### src/rtl/cache_tune_pkg.sv
package cache_tune_pkg;
  localparam int CFG_W     = 7;
  localparam int FIELD_W   = 2;
  localparam int SIZE_LSB  = 5;
  localparam int LINE_LSB  = 3;
  localparam int ASSOC_LSB = 1;
  localparam int WAY_LSB   = 0;
  localparam logic [FIELD_W-1:0] TOP_CODE = 2'd2;
  localparam logic [FIELD_W-1:0] WAY_TOP  = 2'd1;

  typedef enum logic [1:0] {PAR_SIZE, PAR_LINE, PAR_ASSOC, PAR_WAY} paramSel_e;
  typedef enum logic [1:0] {ST_IDLE, ST_BASE, ST_STEP, ST_WAIT} tuneState_e;

  typedef struct packed {
    logic      stepUp;
    logic      accept;
    logic      revert;
    paramSel_e param;
  } tuneStrobe_t;
endpackage

### src/rtl/cache_tune_datapath.sv
module cache_tune_datapath
  import cache_tune_pkg::*;
(
  input  logic             clk,
  input  logic             rstN,
  input  tuneStrobe_t      strb,
  output logic             canStep,
  output logic [CFG_W-1:0] cfgOut
);
  logic [CFG_W-1:0]   cfgReg, bestReg, stepped;
  logic [FIELD_W-1:0] curField, limit, nextField;

  // field under tuning and its ceiling, taken from the best configuration
  always_comb begin
    unique case (strb.param)
      PAR_SIZE:  begin curField = bestReg[SIZE_LSB +: FIELD_W];  limit = TOP_CODE; end
      PAR_LINE:  begin curField = bestReg[LINE_LSB +: FIELD_W];  limit = TOP_CODE; end
      PAR_ASSOC: begin curField = bestReg[ASSOC_LSB +: FIELD_W]; limit = bestReg[SIZE_LSB +: FIELD_W]; end
      default:   begin curField = {1'b0, bestReg[WAY_LSB]};      limit = WAY_TOP; end
    endcase
  end

  assign canStep   = curField < limit;
  assign nextField = curField + 2'd1;

  always_comb begin
    stepped = bestReg;
    unique case (strb.param)
      PAR_SIZE:  stepped[SIZE_LSB +: FIELD_W]  = nextField;
      PAR_LINE:  stepped[LINE_LSB +: FIELD_W]  = nextField;
      PAR_ASSOC: stepped[ASSOC_LSB +: FIELD_W] = nextField;
      default:   stepped[WAY_LSB]              = nextField[0];
    endcase
  end

  always_ff @(posedge clk) begin
    if (!rstN) begin
      cfgReg  <= '0;
      bestReg <= '0;
    end else begin
      if (strb.stepUp)      cfgReg <= stepped;
      else if (strb.revert) cfgReg <= bestReg;
      if (strb.accept)      bestReg <= cfgReg;
    end
  end

  assign cfgOut = cfgReg;

  // associativity never exceeds what the size allows
  p_assoc_limit_r6: assert property (@(posedge clk) disable iff (!rstN)
    cfgReg[ASSOC_LSB +: FIELD_W] <= cfgReg[SIZE_LSB +: FIELD_W]);

  // reserved code never appears
  p_no_reserved_r2: assert property (@(posedge clk) disable iff (!rstN)
    cfgReg[SIZE_LSB +: FIELD_W] != 2'b11 && cfgReg[LINE_LSB +: FIELD_W] != 2'b11 &&
    cfgReg[ASSOC_LSB +: FIELD_W] != 2'b11);

  // size only falls when a rejected trial is reverted
  p_size_rise_r10: assert property (@(posedge clk) disable iff (!rstN)
    !$past(strb.revert) |-> cfgReg[SIZE_LSB +: FIELD_W] >= $past(cfgReg[SIZE_LSB +: FIELD_W]));

  // an accepted candidate differs from the previous best
  p_accept_grows_r5: assert property (@(posedge clk) disable iff (!rstN)
    strb.accept |-> cfgReg != bestReg);
endmodule

### src/rtl/cache_tune_control.sv
module cache_tune_control
  import cache_tune_pkg::*;
(
  input  logic        clk,
  input  logic        rstN,
  input  logic        tuneEn,
  input  logic        evalDone,
  input  logic        evalLower,
  input  logic        canStep,
  output tuneStrobe_t strb,
  output logic        evalReq,
  output logic        busy
);
  tuneState_e state, nxtState;
  paramSel_e  param, nxtParam;
  logic       doneLatch, nxtDone;

  always_comb begin
    nxtState    = state;
    nxtParam    = param;
    nxtDone     = doneLatch;
    strb        = '0;
    strb.param  = param;
    unique case (state)
      ST_IDLE: begin
        if (!tuneEn) nxtDone = 1'b0;
        else if (!doneLatch) begin
          nxtState = ST_BASE;
          nxtParam = PAR_SIZE;
        end
      end
      ST_BASE: begin
        if (!tuneEn)       nxtState = ST_IDLE;
        else if (evalDone) nxtState = ST_STEP;
      end
      ST_STEP: begin
        if (!tuneEn) nxtState = ST_IDLE;
        else if (canStep) begin
          strb.stepUp = 1'b1;
          nxtState    = ST_WAIT;
        end else if (param == PAR_WAY) begin
          nxtState = ST_IDLE;
          nxtDone  = 1'b1;
        end else nxtParam = paramSel_e'(param + 2'd1);
      end
      default: begin
        if (!tuneEn) begin
          strb.revert = 1'b1;
          nxtState    = ST_IDLE;
        end else if (evalDone) begin
          if (evalLower) begin
            strb.accept = 1'b1;
            nxtState    = ST_STEP;
          end else begin
            strb.revert = 1'b1;
            if (param == PAR_WAY) begin
              nxtState = ST_IDLE;
              nxtDone  = 1'b1;
            end else begin
              nxtParam = paramSel_e'(param + 2'd1);
              nxtState = ST_STEP;
            end
          end
        end
      end
    endcase
  end

  always_ff @(posedge clk) begin
    if (!rstN) begin
      state     <= ST_IDLE;
      param     <= PAR_SIZE;
      doneLatch <= 1'b0;
    end else begin
      state     <= nxtState;
      param     <= nxtParam;
      doneLatch <= nxtDone;
    end
  end

  assign evalReq = (state == ST_BASE) || (state == ST_WAIT);
  assign busy    = state != ST_IDLE;

  // dropping the enable ends the search on the next cycle
  p_disable_exit_r8: assert property (@(posedge clk) disable iff (!rstN)
    busy && !tuneEn |=> !busy);

  // a finished search does not restart while the enable is held
  p_no_restart_r7: assert property (@(posedge clk) disable iff (!rstN)
    !busy && doneLatch && tuneEn |=> !busy);

  // a done strobe without a request causes no decision
  p_stray_done_r9: assert property (@(posedge clk) disable iff (!rstN)
    !evalReq |-> !strb.accept);

  // at most one strobe per cycle
  p_one_strobe_r4: assert property (@(posedge clk) disable iff (!rstN)
    $countones({strb.stepUp, strb.accept, strb.revert}) <= 1);
endmodule

### src/rtl/cache_tune_ctrl.sv
module cache_tune_ctrl
  import cache_tune_pkg::*;
(
  input  logic             clk,
  input  logic             rstN,
  input  logic             tuneEn,
  input  logic             evalDone,
  input  logic             evalLower,
  output logic             evalReq,
  output logic             busy,
  output logic [CFG_W-1:0] cacheCfg
);
  tuneStrobe_t strb;
  logic        canStep;

  cache_tune_control u_control (
    .clk(clk), .rstN(rstN), .tuneEn(tuneEn), .evalDone(evalDone),
    .evalLower(evalLower), .canStep(canStep), .strb(strb),
    .evalReq(evalReq), .busy(busy)
  );

  cache_tune_datapath u_datapath (
    .clk(clk), .rstN(rstN), .strb(strb), .canStep(canStep), .cfgOut(cacheCfg)
  );

  // the candidate under evaluation does not move while it is measured
  p_cfg_stable_r4: assert property (@(posedge clk) disable iff (!rstN)
    evalReq && $past(evalReq) |-> $stable(cacheCfg));
endmodule

### config.mk
export PLATFORM = sky130hd
export DESIGN_NAME = cache_tune_ctrl
export DESIGN_NICKNAME = d
export VERILOG_FILES = /design/src/rtl/cache_tune_pkg.sv /design/src/rtl/cache_tune_datapath.sv /design/src/rtl/cache_tune_control.sv /design/src/rtl/cache_tune_ctrl.sv
export SDC_FILE = /design/constraint.sdc
export NUM_CORES = 1
export LEC_CHECK = 0
export BUFFER_PORTS_ARGS = -buffer_cell sky130_fd_sc_hd__buf_2
export CORE_AREA = 2 2 56 58
export CTS_CLUSTER_SIZE = 25
export DETAILED_ROUTE_END_ITERATION = 8
export DIE_AREA = 0 0 58 60
export PLACE_DENSITY_LB_ADDON = 0.05
export SETUP_SLACK_MARGIN = 0.02
export SLEW_MARGIN = 25
export SYNTH_ARGS = -nofsm -noshare
export SYNTH_HDL_FRONTEND = slang
export SYNTH_SLANG_ARGS = --single-unit
### constraint.sdc
create_clock -name clk -period 3.9 [get_ports clk]
set_input_delay 0.195 -clock clk [delete_from_list [all_inputs] [get_ports clk]]
set_output_delay 0.195 -clock clk [all_outputs]
set_load 0.005 [all_outputs]
==> flow_metrics.env <==
export IMPL_drv_slew=0
export IMPL_syn_to_final_growth_pct=8.83
export IMPL_worst_ir_drop_vdd_v=0.000163
export IMPL_crit_slowest_cell="a222oi_1"
export IMPL_first_iter_violations=65
export IMPL_path_cells="inv_1 > ha_1 > a222oi_1 > nor2_1 > ha_1 > inv_1 > a211oi_2 > o2111ai_2 > a211o_1 > a21oi_1"
export IMPL_htreeDepth=1
export IMPL_leakagePower_nw=0.582
export IMPL_p_per_area_mw_per_mm2=261
export IMPL_r2r_end="u_control.param[0]"
export IMPL_via_per_inst=6.00
export IMPL_rsz0062_at_grt="false"
export IMPL_ys_seq_area_share_pct=31.2
export IMPL_ant_nets=0
export IMPL_timing_critical_path_to_type="flip-flop"
export IMPL_synth_top_area_share_pct=31.2
export IMPL_rows=20
export IMPL_hold_class="in2reg"
export IMPL_critPathKind="reg2reg"
export IMPL_clock_latency_ns=0.30
export IMPL_via_count=1140
export IMPL_clock_skew_ns=0.00266
export IMPL_final_area_mm2=0.00133
export IMPL_grt_pass1_vias=1033
export IMPL_relSlewSlack_pct=53.3
export IMPL_core_area_mm2=0.00290
export IMPL_antenna_found_initial=0
export IMPL_yosysWarnings=0
export IMPL_gr_total_overflow=0
export IMPL_die_h_um=60
export IMPL_worst_pin_slew_ns=0.701
export IMPL_worst_hold_slack_ns=0.180
export IMPL_outcome="complete, no violations"
export IMPL_syn_nets=159
export IMPL_cts_buffer_depth=2
export IMPL_r2r_setup_slack_ns=0.88
export IMPL_synthFlopType="dfxtp_1"
export IMPL_clock_sinks=19
export IMPL_synthArstFlopShare_pct=0
export IMPL_nFillCells=304
export IMPL_start_util_pct=42.0
export IMPL_grt_pass1_wl_um=4690
export IMPL_startpoint_type="flip-flop"
export IMPL_syn_inst=147
export IMPL_fmax_ghz=0.332
export IMPL_final_util_pct=45.7
export IMPL_synth_area_top_cells="dfxtp_1 31%, mux2i_1 11%, ha_1 7.2%"
export IMPL_max_cap_viol_count=0
export IMPL_synth_edff_count=0
export IMPL_drive_gt1_share_pct=15.3
export IMPL_grt_max_degree=18
export IMPL_post_route_period_util_pct=77.3
export IMPL_cts_buffers=3
export IMPL_syn_cell_area_mm2=0.00122
export IMPL_crit_buf_inv=2
export IMPL_multi_input_area_um2=782
export IMPL_p_int_uw=251
export IMPL_finalNonFillerCells=190
export IMPL_seqCellArea_um2=380
export IMPL_clkPwrFrac_pct=29.3
export IMPL_hp_start="evalDone"
export IMPL_r2r_start="u_control.param[0]"
export IMPL_seq_power_share_pct=58.6
export IMPL_hold_path_depth=2
export IMPL_post_cts_setup_buffers=0
export IMPL_holdBufCountCts=0
export IMPL_hold_path_end="u_control.state[0]"
export IMPL_dieArea_mm2=0.00348
export IMPL_drcViolationCount=0
export IMPL_synth_seq_cells=19
export IMPL_cp_top_family="compound AO/OA/AOI/OAI gates"
export IMPL_comb_power_share_pct=12.1
export IMPL_path_clk_slew_ns=0.11
export IMPL_synth_area_per_cell_um2=8.29
export IMPL_routed_wl_um=2930
export IMPL_finalHoldViolCount=0
export IMPL_wl_per_cell_um=15.4
export IMPL_die_x_um=58
export IMPL_setup_violations_final=0
export IMPL_cts_tree="built"
export IMPL_synth_most_common_cell="dfxtp_1"
export IMPL_root_buffer="clkbuf_4"
export IMPL_required_ns=4.14
export IMPL_detail_route_first_pass_iterations=4
export IMPL_grt_util_all_layers_pct=17.7
export IMPL_synth_largest_area_cell="dfxtp_1"
export IMPL_fin_nets=170
export IMPL_critPathArrivalTime_ns=3.26
export IMPL_insertedDiodeCount=0
export IMPL_place_hpwl_um=2210
export IMPL_crit_fanout=7
export IMPL_synthTopCellsByCount="19 x dfxtp_1, 14 x nand2_1, 13 x mux2i_1, 12 x nor2_1, 10 x a21oi_1"
export IMPL_placed_area_mm2=0.00130
export IMPL_setup_tns_ns=0
export IMPL_gp_congestion=0.875
export IMPL_cts_resized=0
export IMPL_dp_cells=186
export IMPL_swShare_pct=27.7
export IMPL_ys_types=39
export IMPL_ioPinCount=14
export IMPL_slowest_delay_ns=0.50
export IMPL_rr_worst_depth=10
export IMPL_switchingPower_uw=95.9
export IMPL_fin_crit_ns=3.02
export IMPL_portBuffers=13
## logic make-up (layout without fill, tap and decap cells)
logic type	after synthesis	count (layout)	synth area share, %
DFF	19	19	31.2
AOI/OAI and AO/OA	40	40	24.2
xor gates and xnor gates	1	1	0.719
buffers and inverters	15	25	4.62
adders and majority gates	7	7	7.19
muxes	13	13	10.7
and+or+nand+nor	52	52	21.4
## worst max path at each step
stage | startpoint | end | slack, ns | cells past startpoint
global placement | u_control.param[0] | u_control.param[0] | 1.10 | 10
detailed placement | u_control.param[0] | u_control.param[0] | 0.95 | 10
CTS | u_control.param[0] | u_control.param[0] | 0.91 | 10
global route | u_control.param[0] | u_control.param[0] | 0.65 | 10
floorplan | u_control.param[0] | u_control.param[0] | 1.26 | 10
finish | u_control.param[0] | u_control.param[0] | 0.88 | 10
## metal layers
metal,GRT usage (%),part of all wire [%],wire (µm)
met1,23.0,47,1360
met2,29.7,48,1420
met5,0,0,0
met3,1.95,3.3,97
met4,7.97,1.6,47
## cell usage in the layout (no fill, tap or decap), types with 3 or more instances in the layout
cell	synthesis	layout
dfxtp_1	19	19
nand2_1	14	14
mux2i_1	13	13
buf_2	0	13
nor2_1	12	12
a21oi_1	10	10
inv_1	8	8
ha_1	7	7
nand3_1	6	6
o22ai_1	5	5
a211o_1	4	4
nor3_1	4	4
a31oi_1	3	3
o31ai_1	3	3
nor4_1	3	3
clkbuf_4	0	3
## stage by stage
stage | total power, mW | setup slack [ns]
2_1_floorplan | 0.237 | 1.26
3_3_place_gp | 0.249 | 1.10
3_5_place_dp | 0.249 | 0.945
4_1_cts | 0.351 | 0.910
5_1_grt | 0.363 | 0.651
6_report | 0.347 | 0.884
## power groups by stage
stage | combinational (mW) | sequential [mW] | clock [mW]
3_3_place_gp | 0.0414 | 0.207 | 0
5_1_grt | 0.0467 | 0.204 | 0.112
6_report | 0.0418 | 0.203 | 0.102
2_1_floorplan | 0.0330 | 0.204 | 0
3_5_place_dp | 0.0417 | 0.207 | 0
4_1_cts | 0.0421 | 0.203 | 0.106
## sequential cells by signal, summed over array words and instances (netlist names)
name and count:
u_control.doneLatch 1, u_datapath.bestReg 7, u_control.param 2, u_datapath.cfgOut 7
u_control.state 2
## area by class of cell
| class | instances | area share [%] |
|---|---|---|
| inverters | 8 | 2.26 |
| clock buffers | 3 | 1.70 |
| clock inverters | 1 | 0.377 |
| well taps | 33 | 3.11 |
| flip-flops and latches | 19 | 28.7 |
| multi-input cells | 113 | 59.0 |
| repair buffers | 13 | 4.91 |
No activity file was read; power rests on OpenSTA's default activity.
